## config.mk

```make
export PLATFORM = sky130hd
export DESIGN_NAME = zrl_ctrl
export DESIGN_NICKNAME = d
export VERILOG_FILES = /design/src/rtl/zrl_pkg.sv /design/src/rtl/zrl_target_gen.sv /design/src/rtl/zrl_size_classify.sv /design/src/rtl/zrl_bounds.sv /design/src/rtl/zrl_ctrl.sv
export SDC_FILE = /design/constraint.sdc
export NUM_CORES = 1
export LEC_CHECK = 0
export ABC_AREA = 1
export BUFFER_PORTS_ARGS = -buffer_cell sky130_fd_sc_hd__buf_2
export CAP_MARGIN = 15
export CORE_MARGIN = 1.5
export CORE_UTILIZATION = 62
export DETAILED_ROUTE_END_ITERATION = 10
export PLACE_DENSITY = 0.93
export RECOVER_POWER = 25
export REMOVE_ABC_BUFFERS = 1
export SLEW_MARGIN = 20
export SYNTH_ARGS = -nofsm -noshare
export SYNTH_HDL_FRONTEND = slang
export SYNTH_SLANG_ARGS = --single-unit
```

## constraint.sdc

```tcl
create_clock -name clk -period 5.6 [get_ports clk]
set_input_delay 0.56 -clock clk [delete_from_list [all_inputs] [get_ports clk]]
set_output_delay 0.56 -clock clk [all_outputs]
set_load 0.05 [all_outputs]
```

## src/rtl/zrl_pkg.sv

```systemverilog
package zrl_pkg;

    typedef enum logic [1:0] {
        SZ_ONE   = 2'd0,
        SZ_TWO   = 2'd1,
        SZ_THREE = 2'd2,
        SZ_WIDE  = 2'd3
    } loop_size_e;

    typedef enum logic {
        ST_IDLE = 1'b0,
        ST_LOOP = 1'b1
    } loop_state_e;

    function automatic logic [1:0] size_to_flag(input loop_size_e sz);
        case (sz)
            SZ_ONE:  size_to_flag = 2'b01;
            SZ_TWO:  size_to_flag = 2'b10;
            default: size_to_flag = 2'b11;
        endcase
    endfunction

endpackage

```

## src/rtl/zrl_target_gen.sv

```systemverilog
module zrl_target_gen #(
    parameter int AW = 32,
    parameter int DW = 8
) (
    input  logic [AW-1:0] base_pc,
    input  logic [DW-1:0] disp,
    output logic [AW-1:0] target
);
    logic [AW-1:0] disp_ext;

    always_comb begin
        disp_ext = {{(AW-DW){disp[DW-1]}}, disp};
        target   = base_pc + (disp_ext << 1);
    end
endmodule

```

## src/rtl/zrl_size_classify.sv

```systemverilog
module zrl_size_classify #(
    parameter int AW = 32
) (
    input  logic [AW-1:0]       rs,
    input  logic [AW-1:0]       re,
    output zrl_pkg::loop_size_e size
);
    import zrl_pkg::*;
    logic [AW-1:0] gap;

    always_comb begin
        gap = rs - re;
        if (gap == AW'(4))      size = SZ_ONE;
        else if (gap == AW'(2)) size = SZ_TWO;
        else if (gap == '0)     size = SZ_THREE;
        else                    size = SZ_WIDE;
    end
endmodule

```

## src/rtl/zrl_bounds.sv

```systemverilog
module zrl_bounds #(
    parameter int AW = 32
) (
    input  logic [AW-1:0]       rs,
    input  logic [AW-1:0]       re,
    input  zrl_pkg::loop_size_e size,
    output logic [AW-1:0]       first_pc,
    output logic [AW-1:0]       last_pc
);
    import zrl_pkg::*;

    always_comb begin
        unique case (size)
            SZ_ONE: begin
                first_pc = rs - AW'(6);
                last_pc  = re - AW'(2);
            end
            SZ_TWO: begin
                first_pc = rs - AW'(4);
                last_pc  = re;
            end
            SZ_THREE: begin
                first_pc = rs - AW'(2);
                last_pc  = re + AW'(2);
            end
            default: begin
                first_pc = rs;
                last_pc  = re + AW'(2);
            end
        endcase
    end
endmodule

```

## src/rtl/zrl_ctrl.sv

```systemverilog
module zrl_ctrl #(
    parameter int AW = 32,
    parameter int DW = 8,
    parameter int IW = 8,
    parameter int RW = 32,
    parameter int CW = 12
) (
    input  logic          clk,
    input  logic          rst,
    input  logic [AW-1:0] cmd_pc,
    input  logic [DW-1:0] cmd_disp,
    input  logic          ld_start,
    input  logic          ld_end,
    input  logic          set_cnt_imm,
    input  logic [IW-1:0] imm_cnt,
    input  logic          set_cnt_reg,
    input  logic [RW-1:0] gpr_val,
    input  logic [AW-1:0] fetch_pc,
    output logic          redirect,
    output logic [AW-1:0] redirect_pc,
    output logic [1:0]    rpt_flag,
    output logic [CW-1:0] rpt_count,
    output logic [AW-1:0] start_addr,
    output logic [AW-1:0] end_addr
);
    import zrl_pkg::*;

    localparam logic [CW-1:0] CNT_ONE = CW'(1);
    localparam logic [CW-1:0] CNT_TWO = CW'(2);

    loop_state_e   state_q, state_d;
    loop_size_e    size_live, size_q;
    logic [AW-1:0] rs_q, re_q, target, first_pc, last_pc;
    logic [CW-1:0] cnt_q, new_cnt;
    logic          set_any, hit;

    zrl_target_gen #(.AW(AW), .DW(DW)) u_target (
        .base_pc(cmd_pc), .disp(cmd_disp), .target(target)
    );

    zrl_size_classify #(.AW(AW)) u_classify (
        .rs(rs_q), .re(re_q), .size(size_live)
    );

    zrl_bounds #(.AW(AW)) u_bounds (
        .rs(rs_q), .re(re_q), .size(size_q),
        .first_pc(first_pc), .last_pc(last_pc)
    );

    always_comb begin
        set_any = set_cnt_imm | set_cnt_reg;
        if (set_cnt_reg) new_cnt = gpr_val[CW-1:0];
        else             new_cnt = {{(CW-IW){1'b0}}, imm_cnt};
        hit = (state_q == ST_LOOP) && (fetch_pc == last_pc);
    end

    // next-state logic
    always_comb begin
        state_d = state_q;
        unique case (state_q)
            ST_IDLE: begin
                if (set_any && new_cnt > CNT_ONE) state_d = ST_LOOP;   // ARM
            end
            ST_LOOP: begin
                if (set_any) begin
                    if (new_cnt <= CNT_ONE) state_d = ST_IDLE;          // CANCEL
                end else if (hit && cnt_q == CNT_TWO) begin
                    state_d = ST_IDLE;                                  // EXIT
                end
            end
            default: state_d = ST_IDLE;
        endcase
    end

    // state register
    always_ff @(posedge clk) begin
        if (rst) state_q <= ST_IDLE;
        else     state_q <= state_d;
    end

    // datapath registers
    always_ff @(posedge clk) begin
        if (rst) begin
            rs_q   <= '0;
            re_q   <= '0;
            cnt_q  <= '0;
            size_q <= SZ_ONE;
        end else begin
            if (ld_start) rs_q <= target;
            if (ld_end)   re_q <= target;
            if (set_any) begin
                cnt_q  <= new_cnt;
                size_q <= size_live;
            end else if (hit) begin
                cnt_q <= cnt_q - CNT_ONE;
            end
        end
    end

    // outputs
    always_comb begin
        redirect    = hit;
        redirect_pc = first_pc;
        rpt_flag    = (state_q == ST_LOOP) ? size_to_flag(size_q) : 2'b00;
        rpt_count   = cnt_q;
        start_addr  = rs_q;
        end_addr    = re_q;
    end

    // assumption on the decoder: one command per cycle
    p_cmd_onehot_r9: assert property (@(posedge clk) disable iff (rst)
        $onehot0({ld_start, ld_end, set_cnt_imm, set_cnt_reg}));

    p_imm_load_r3: assert property (@(posedge clk) disable iff (rst)
        set_cnt_imm |=> rpt_count == {{(CW-IW){1'b0}}, $past(imm_cnt)});

    p_reg_load_r4: assert property (@(posedge clk) disable iff (rst)
        set_cnt_reg |=> rpt_count == $past(gpr_val[CW-1:0]));

    p_flag_idle_r5: assert property (@(posedge clk) disable iff (rst)
        (rpt_count <= CNT_ONE) |-> rpt_flag == 2'b00);

    p_no_redirect_r7: assert property (@(posedge clk) disable iff (rst)
        (rpt_count <= CNT_ONE) |-> !redirect);

    p_decrement_r8: assert property (@(posedge clk) disable iff (rst)
        (redirect && !set_cnt_imm && !set_cnt_reg) |=> rpt_count == $past(rpt_count) - CNT_ONE);

    p_state_count_r8: assert property (@(posedge clk) disable iff (rst)
        (state_q == ST_LOOP) == (cnt_q > CNT_ONE));

    p_reset_clear_r10: assert property (@(posedge clk)
        rst |=> (rpt_count == '0 && start_addr == '0 && end_addr == '0));
endmodule

```

Word-level counts from Yosys, hierarchy flattened
Index checks and enable logic that the tools add are counted.
{ "classes": {"n_addsub": 8, "n_lt_le_gt_ge": 2, "n_eq_ne": 6, "mux": 15, "bitwise": 2, "n_reduce_logical": 6} }
{ "ops": {"columns": ["cell", "n"], "rows": [
  ["32-bit one-hot mux with 3 select lines", 1],
  ["32-bit one-hot mux with 2 select lines", 1],
  ["32-bit by 2-bit subtractor with 32-bit output (second input constant)", 2],
  ["32-bit by 3-bit subtractor with 32-bit output (second input constant)", 2],
  ["12-bit two-way mux", 3],
  ["32-bit by 2-bit adder with 32-bit output (second input constant)", 1],
  ["32-bit adder", 1],
  ["32-bit by 2-bit == test with 1-bit output (second input constant)", 1],
  ["32-bit by 3-bit == test with 1-bit output (second input constant)", 1],
  ["32-bit == test", 1],
  ["32-bit logical NOT", 1],
  ["32-bit subtractor", 1],
  ["12-bit by 2-bit == test with 1-bit output (second input constant)", 1],
  ["12-bit by 1-bit greater-than comparator with 1-bit output (second input constant)", 1],
  ["12-bit by 1-bit less-or-equal comparator with 1-bit output (second input constant)", 1],
  ["12-bit by 1-bit subtractor with 12-bit output (second input constant)", 1],
  ["2-bit two-way mux", 3],
  ["1-bit two-way mux", 5],
  ["2-bit one-hot mux with 2 select lines", 1],
  ["1-bit logical AND", 3],
  ["2-bit by 1-bit == test with 1-bit output (second input constant)", 1],
  ["2-bit == test (second input constant)", 1],
  ["2-bit logical NOT", 1],
  ["1-bit one-hot mux with 2 select lines", 1],
  ["3 further kinds", 3]
]} }
{ "word_totals": {"regBits": 79, "in_bits": 118, "out_inout_bits": 111, "wordCells": 44} }

Longest topological paths before layout
{ "logic_depth": {"ltp_word": 8, "mapped_depth": 31, "ltp_nobuf": 28} }

Cells and area by module
A second synthesis with hierarchy kept.
{ "unflattened": {"hier_cells": 2358, "area_unflattened_um2": 12474.5} }
{ "by_module_without_submodules": {"columns": ["module", "instances", "cells_per_inst", "area_per_inst_um2", "seq_area_each_um2"], "rows": [
  ["zrl_ctrl", 1, 671, 4180.3, 1581.5],
  ["zrl_bounds", 1, 690, 3478.3, 0.0],
  ["zrl_size_classify", 1, 533, 2561.2, 0.0],
  ["zrl_target_gen", 1, 464, 2254.7, 0.0]
]} }

Worst setup path before layout
Ideal clock, no wire load.
{ "synth_path": {"kind": "flip-flop to output port", "start": "reg rs_q[1] (netlist: start_addr[1])", "end": "out redirect_pc[31]", "arrival_time_ns": 3.131, "required_time_ns": 5.040, "slack_ns": 1.909, "stages_incl_launch_ff": 11, "path_buffers": 0, "path_cell_list": "dfxtp_1 -> fa_1 -> inv_1 -> nand2_1 -> nand2_1 -> nand2_1 -> nor4_1 -> nand2_1 -> nor4b_1 -> nand2_1 -> xnor2_1"} }
{ "synth_via": {"elab_chain_cells": 2, "word_cells_on_any_way": 4, "classes_between": "add/sub (3); mux (1)"} }
{ "synth_lines": {"columns": ["item", "line_no", "text"], "rows": [
  ["start, declared", "zrl_ctrl.sv:33", "logic [AW-1:0] rs_q, re_q, target, first_pc, last_pc;"],
  ["start signal, assigned", "zrl_ctrl.sv:89", "if (ld_start) rs_q <= target;"],
  ["32-bit by 2-bit subtractor with 32-bit output (tied with other cells)", "zrl_bounds.sv:23", "first_pc = rs - AW'(2);"],
  ["32-bit one-hot mux with 3 select lines (*)", "zrl_bounds.sv:13", "unique case (size)"],
  ["end, declared", "zrl_ctrl.sv:20", "output logic [AW-1:0] redirect_pc,"]
]} }
Every way passes the cells marked *; elsewhere a longest branch is shown, timed or not.

Worst setup path after layout
{ "layout_path": {"start": "reg size_q[1]", "end": "out redirect"} }
{ "layout_via": {"elab_chain_cells": 4, "word_cells_on_any_way": 5, "classes_between": "eq/ne (2); mux (1); reduce/logical (2)"} }
{ "layout_lines": {"columns": ["item", "line_no", "text"], "rows": [
  ["start, declared", "zrl_ctrl.sv:32", "loop_size_e size_live, size_q;"],
  ["start signal, assigned", "zrl_ctrl.sv:93", "size_q <= size_live;"],
  ["2-bit by 1-bit == test with 1-bit output or 2-bit logical NOT (tied branches)", "zrl_bounds.sv:13", null],
  ["32-bit one-hot mux with 2 select lines (*)", "zrl_bounds.sv:13", null],
  ["32-bit == test (*)", "zrl_ctrl.sv:54", "hit = (state_q == ST_LOOP) && (fetch_pc == last_pc);"],
  ["1-bit logical AND (*)", "zrl_ctrl.sv:54", null],
  ["end, declared", "zrl_ctrl.sv:19", "output logic redirect,"]
]} }
Marks and branches as above.

==> results.json <==
{
  "hpwlAfterDp_mm": 34.4,
  "path_max_fanout": 52,
  "area_growth_pct": 12.3,
  "path_clk_slew_ns": 0.08,
  "cpMostUsedCell": "nand2_1",
  "clk_latency_ns": 0.36,
  "yosys.area.top_type_share_pct": 18.0,
  "place.gp.congestion": 1.01,
  "drive_gt1_share_pct": 9.73,
  "tightest_slew_ns": 1.94,
  "grt_use_total_pct": 44.5,
  "rsz0062_at_grt": "no",
  "die_h_um": 138,
  "h-tree-depth": 3,
  "cts_buffers": 9,
  "diodes": 0,
  "max_freq_mhz": 203,
  "crit_required_ns": 5.04,
  "grt_max_degree": 68,
  "yosys_warnings": 0,
  "die_area_sq_um": 19000,
  "fp-row-count": 49,
  "grt_pass1_wl_mm": 65.4,
  "cts.sinks": 79,
  "die_x_um": 138,
  "drv_slew": 53,
  "synth.avg_cell_area_sq_um": 5.56,
  "critPathKind": "register to primary output",
  "seq_area_frac_synth_pct": 14.0,
  "tns_ns": 0,
  "whs_ns": 0.430,
  "grt_pass1_vias": 12900,
  "yosysMostFrequentCell": "nand2_1",
  "maxSlewHeadroom_pct": -29.5,
  "min_period_ns": 4.92,
  "synthTopCellsByCount": "nand2_1 (541), inv_1 (305), nor2_1 (220)",
  "synth-async-reset-ratio_pct": 0,
  "min_path_type": "input port to register",
  "synth_area_sq_um": 11300,
  "layout.nets": 2391,
  "ys_types": 57,
  "hold_viol": 0,
  "worstPathArrival_ns": 4.36,
  "vdd_drop_max_v": 0.000244,
  "num_vias": 14700,
  "yosysTopAreaCell": "nand2_1",
  "post-cts-setup-buffers": 0,
  "cts-hold-fix-buffers": 0,
  "synth_edf_count": 0,
  "ios": 229,
  "synthCells": 2025,
  "fp.coreArea_sq_um": 17900,
  "wl_mm": 43.0,
  "dpl.cell_count": 2422,
  "antenna_found_initial": 0,
  "synth-seq-cells": 79,
  "drt_first_pass_iters": 7,
  "max_stage_delay_ns": 0.76,
  "power_density_nw_per_um2": 269,
  "violations": "capacitance limit, slew limit",
  "slowest_stage": "dfxtp_1",
  "ys.flop_type": "dfxtp_1",
  "port_buffers": 208,
  "p_leak_nw": 7.05,
  "cts_resized": 0,
  "status": "complete, but fails checks",
  "drt_iter0_drc": 1854,
  "cts_tree": "yes",
  "initial_core_util_pct": 62.9,
  "setup_violations": 0,
  "drv_cap": 1,
  "synthTopCellsByArea": "nand2_1 (18%), dfxtp_1 (14%), inv_1 (10%)",
  "viasPerCell": 6.01,
  "avgRoutedWirePerCell_um": 17.6,
  "stdcell_count": 2438,
  "period_share_pct": 87.8,
  "grt_overflow_total": 0,
  "drtAntennaViolNets": 0,
  "crit_path_start_kind": "register",
  "cts_root_buf": "clkbuf_16",
  "end_kind": "primary output",
  "fin_skew_ns": 0.0133,
  "drc": 0,
  "cts_buffer_depth": 2
}
cell type report:
class	count	area, sq um
Timing Repair Buffer	215	1040
Clock inverter	7	86.3
Clock buffer	9	225
Fill cell	1637	5260
Tap cell	229	287
Inverter	325	1220
Multi-Input combinational cell	1574	8210
Sequential cell	79	1580
report_power, final:
| part | internal [mW] | leakage [nW] | switching, mW |
|---|---|---|---|
| combinational | 0.581 | 6.23 | 1.46 |
| sequential | 0.617 | 0.657 | 0.113 |
| clock | 0.358 | 0.156 | 0.283 |
path summary, 6_finish.rpt:
path / start / endpoint / slack [ns] / cells after the start
max: size_q[1]$_SDFFE_PP0N_ / redirect / 0.68 / 26
min: cmd_pc[0] / end_addr[0]$_SDFFE_PP0P_ / 0.43 / 3
max reg2reg: size_q[1]$_SDFFE_PP0N_ / rpt_count[7]$_SDFFE_PP0P_ / 1.40 / 27
min reg2reg: start_addr[0]$_SDFFE_PP0P_ / start_addr[0]$_SDFFE_PP0P_ / 0.50 / 2
cells by family (layout without fill, tap and decap cells):
| logic type | count (synthesis) | after routing | share of synthesized area [%] |
|---|---|---|---|
| multiplexers | 4 | 4 | 0.356 |
| AND/OR/NAND/NOR | 1057 | 1057 | 39.9 |
| adder cells (fa/ha/maj) | 69 | 69 | 7.87 |
| XOR/XNOR | 86 | 86 | 6.82 |
| flip-flops | 79 | 79 | 14.0 |
| AO/OA/AOI/OAI | 358 | 358 | 18.0 |
| buffers and inverters | 372 | 556 | 13.1 |
registers in the layout (all words and copies together), names as in the netlist:
name	flops
start_addr	32
size_q	2
end_addr	32
state_q	1
rpt_count	12
per-stage QoR:
stage	setup WS (ns)	instance area (sq um)	utilization, %	power [mW]
after global routing	0.294	12600	70.6	3.61
after detailed placement	1.23	12400	69.2	2.71
after floorplan	1.01	11000	-	2.16
after CTS	0.834	12700	71.0	3.35
after global placement	1.28	12400	69.2	2.66
final	0.681	12600	70.6	3.41
critical path: cells and delay by family (launching register included):
family / cells / cell delay (ns)
buf+inv: 5 / 0.71
fa+ha+maj: 1 / 0.17
simple gates: 20 / 2.35
flops: 1 / 0.76
routing by layer:
layer / track usage, % / vias up / part of all wire, % / wire length (um)
met5: 0 / - / 0 / 0
met3: 11.3 / 170 / 12 / 5310
met2: 70.6 / 951 / 43 / 18700
met4: 21.5 / 0 / 5.1 / 2210
li1: - / 6962 / - / -
met1: 56.2 / 6573 / 39 / 16800
layout by cell type (no fill, tap or decap), types with 12 or more instances in the layout:
cell and count:
a21oi_1 156, a41oi_1 18, buf_2 165, clkbuf_1 44
clkinv_1 17, dfxtp_1 79, ha_1 66, inv_1 306
nand2_1 541, nand3_1 195, nand3b_1 12, nand4_1 19
nor2_1 220, nor3_1 26, o21ai_0 113, xnor2_1 22
xor2_1 62
Note: power is estimated with default switching activity, not from simulation.
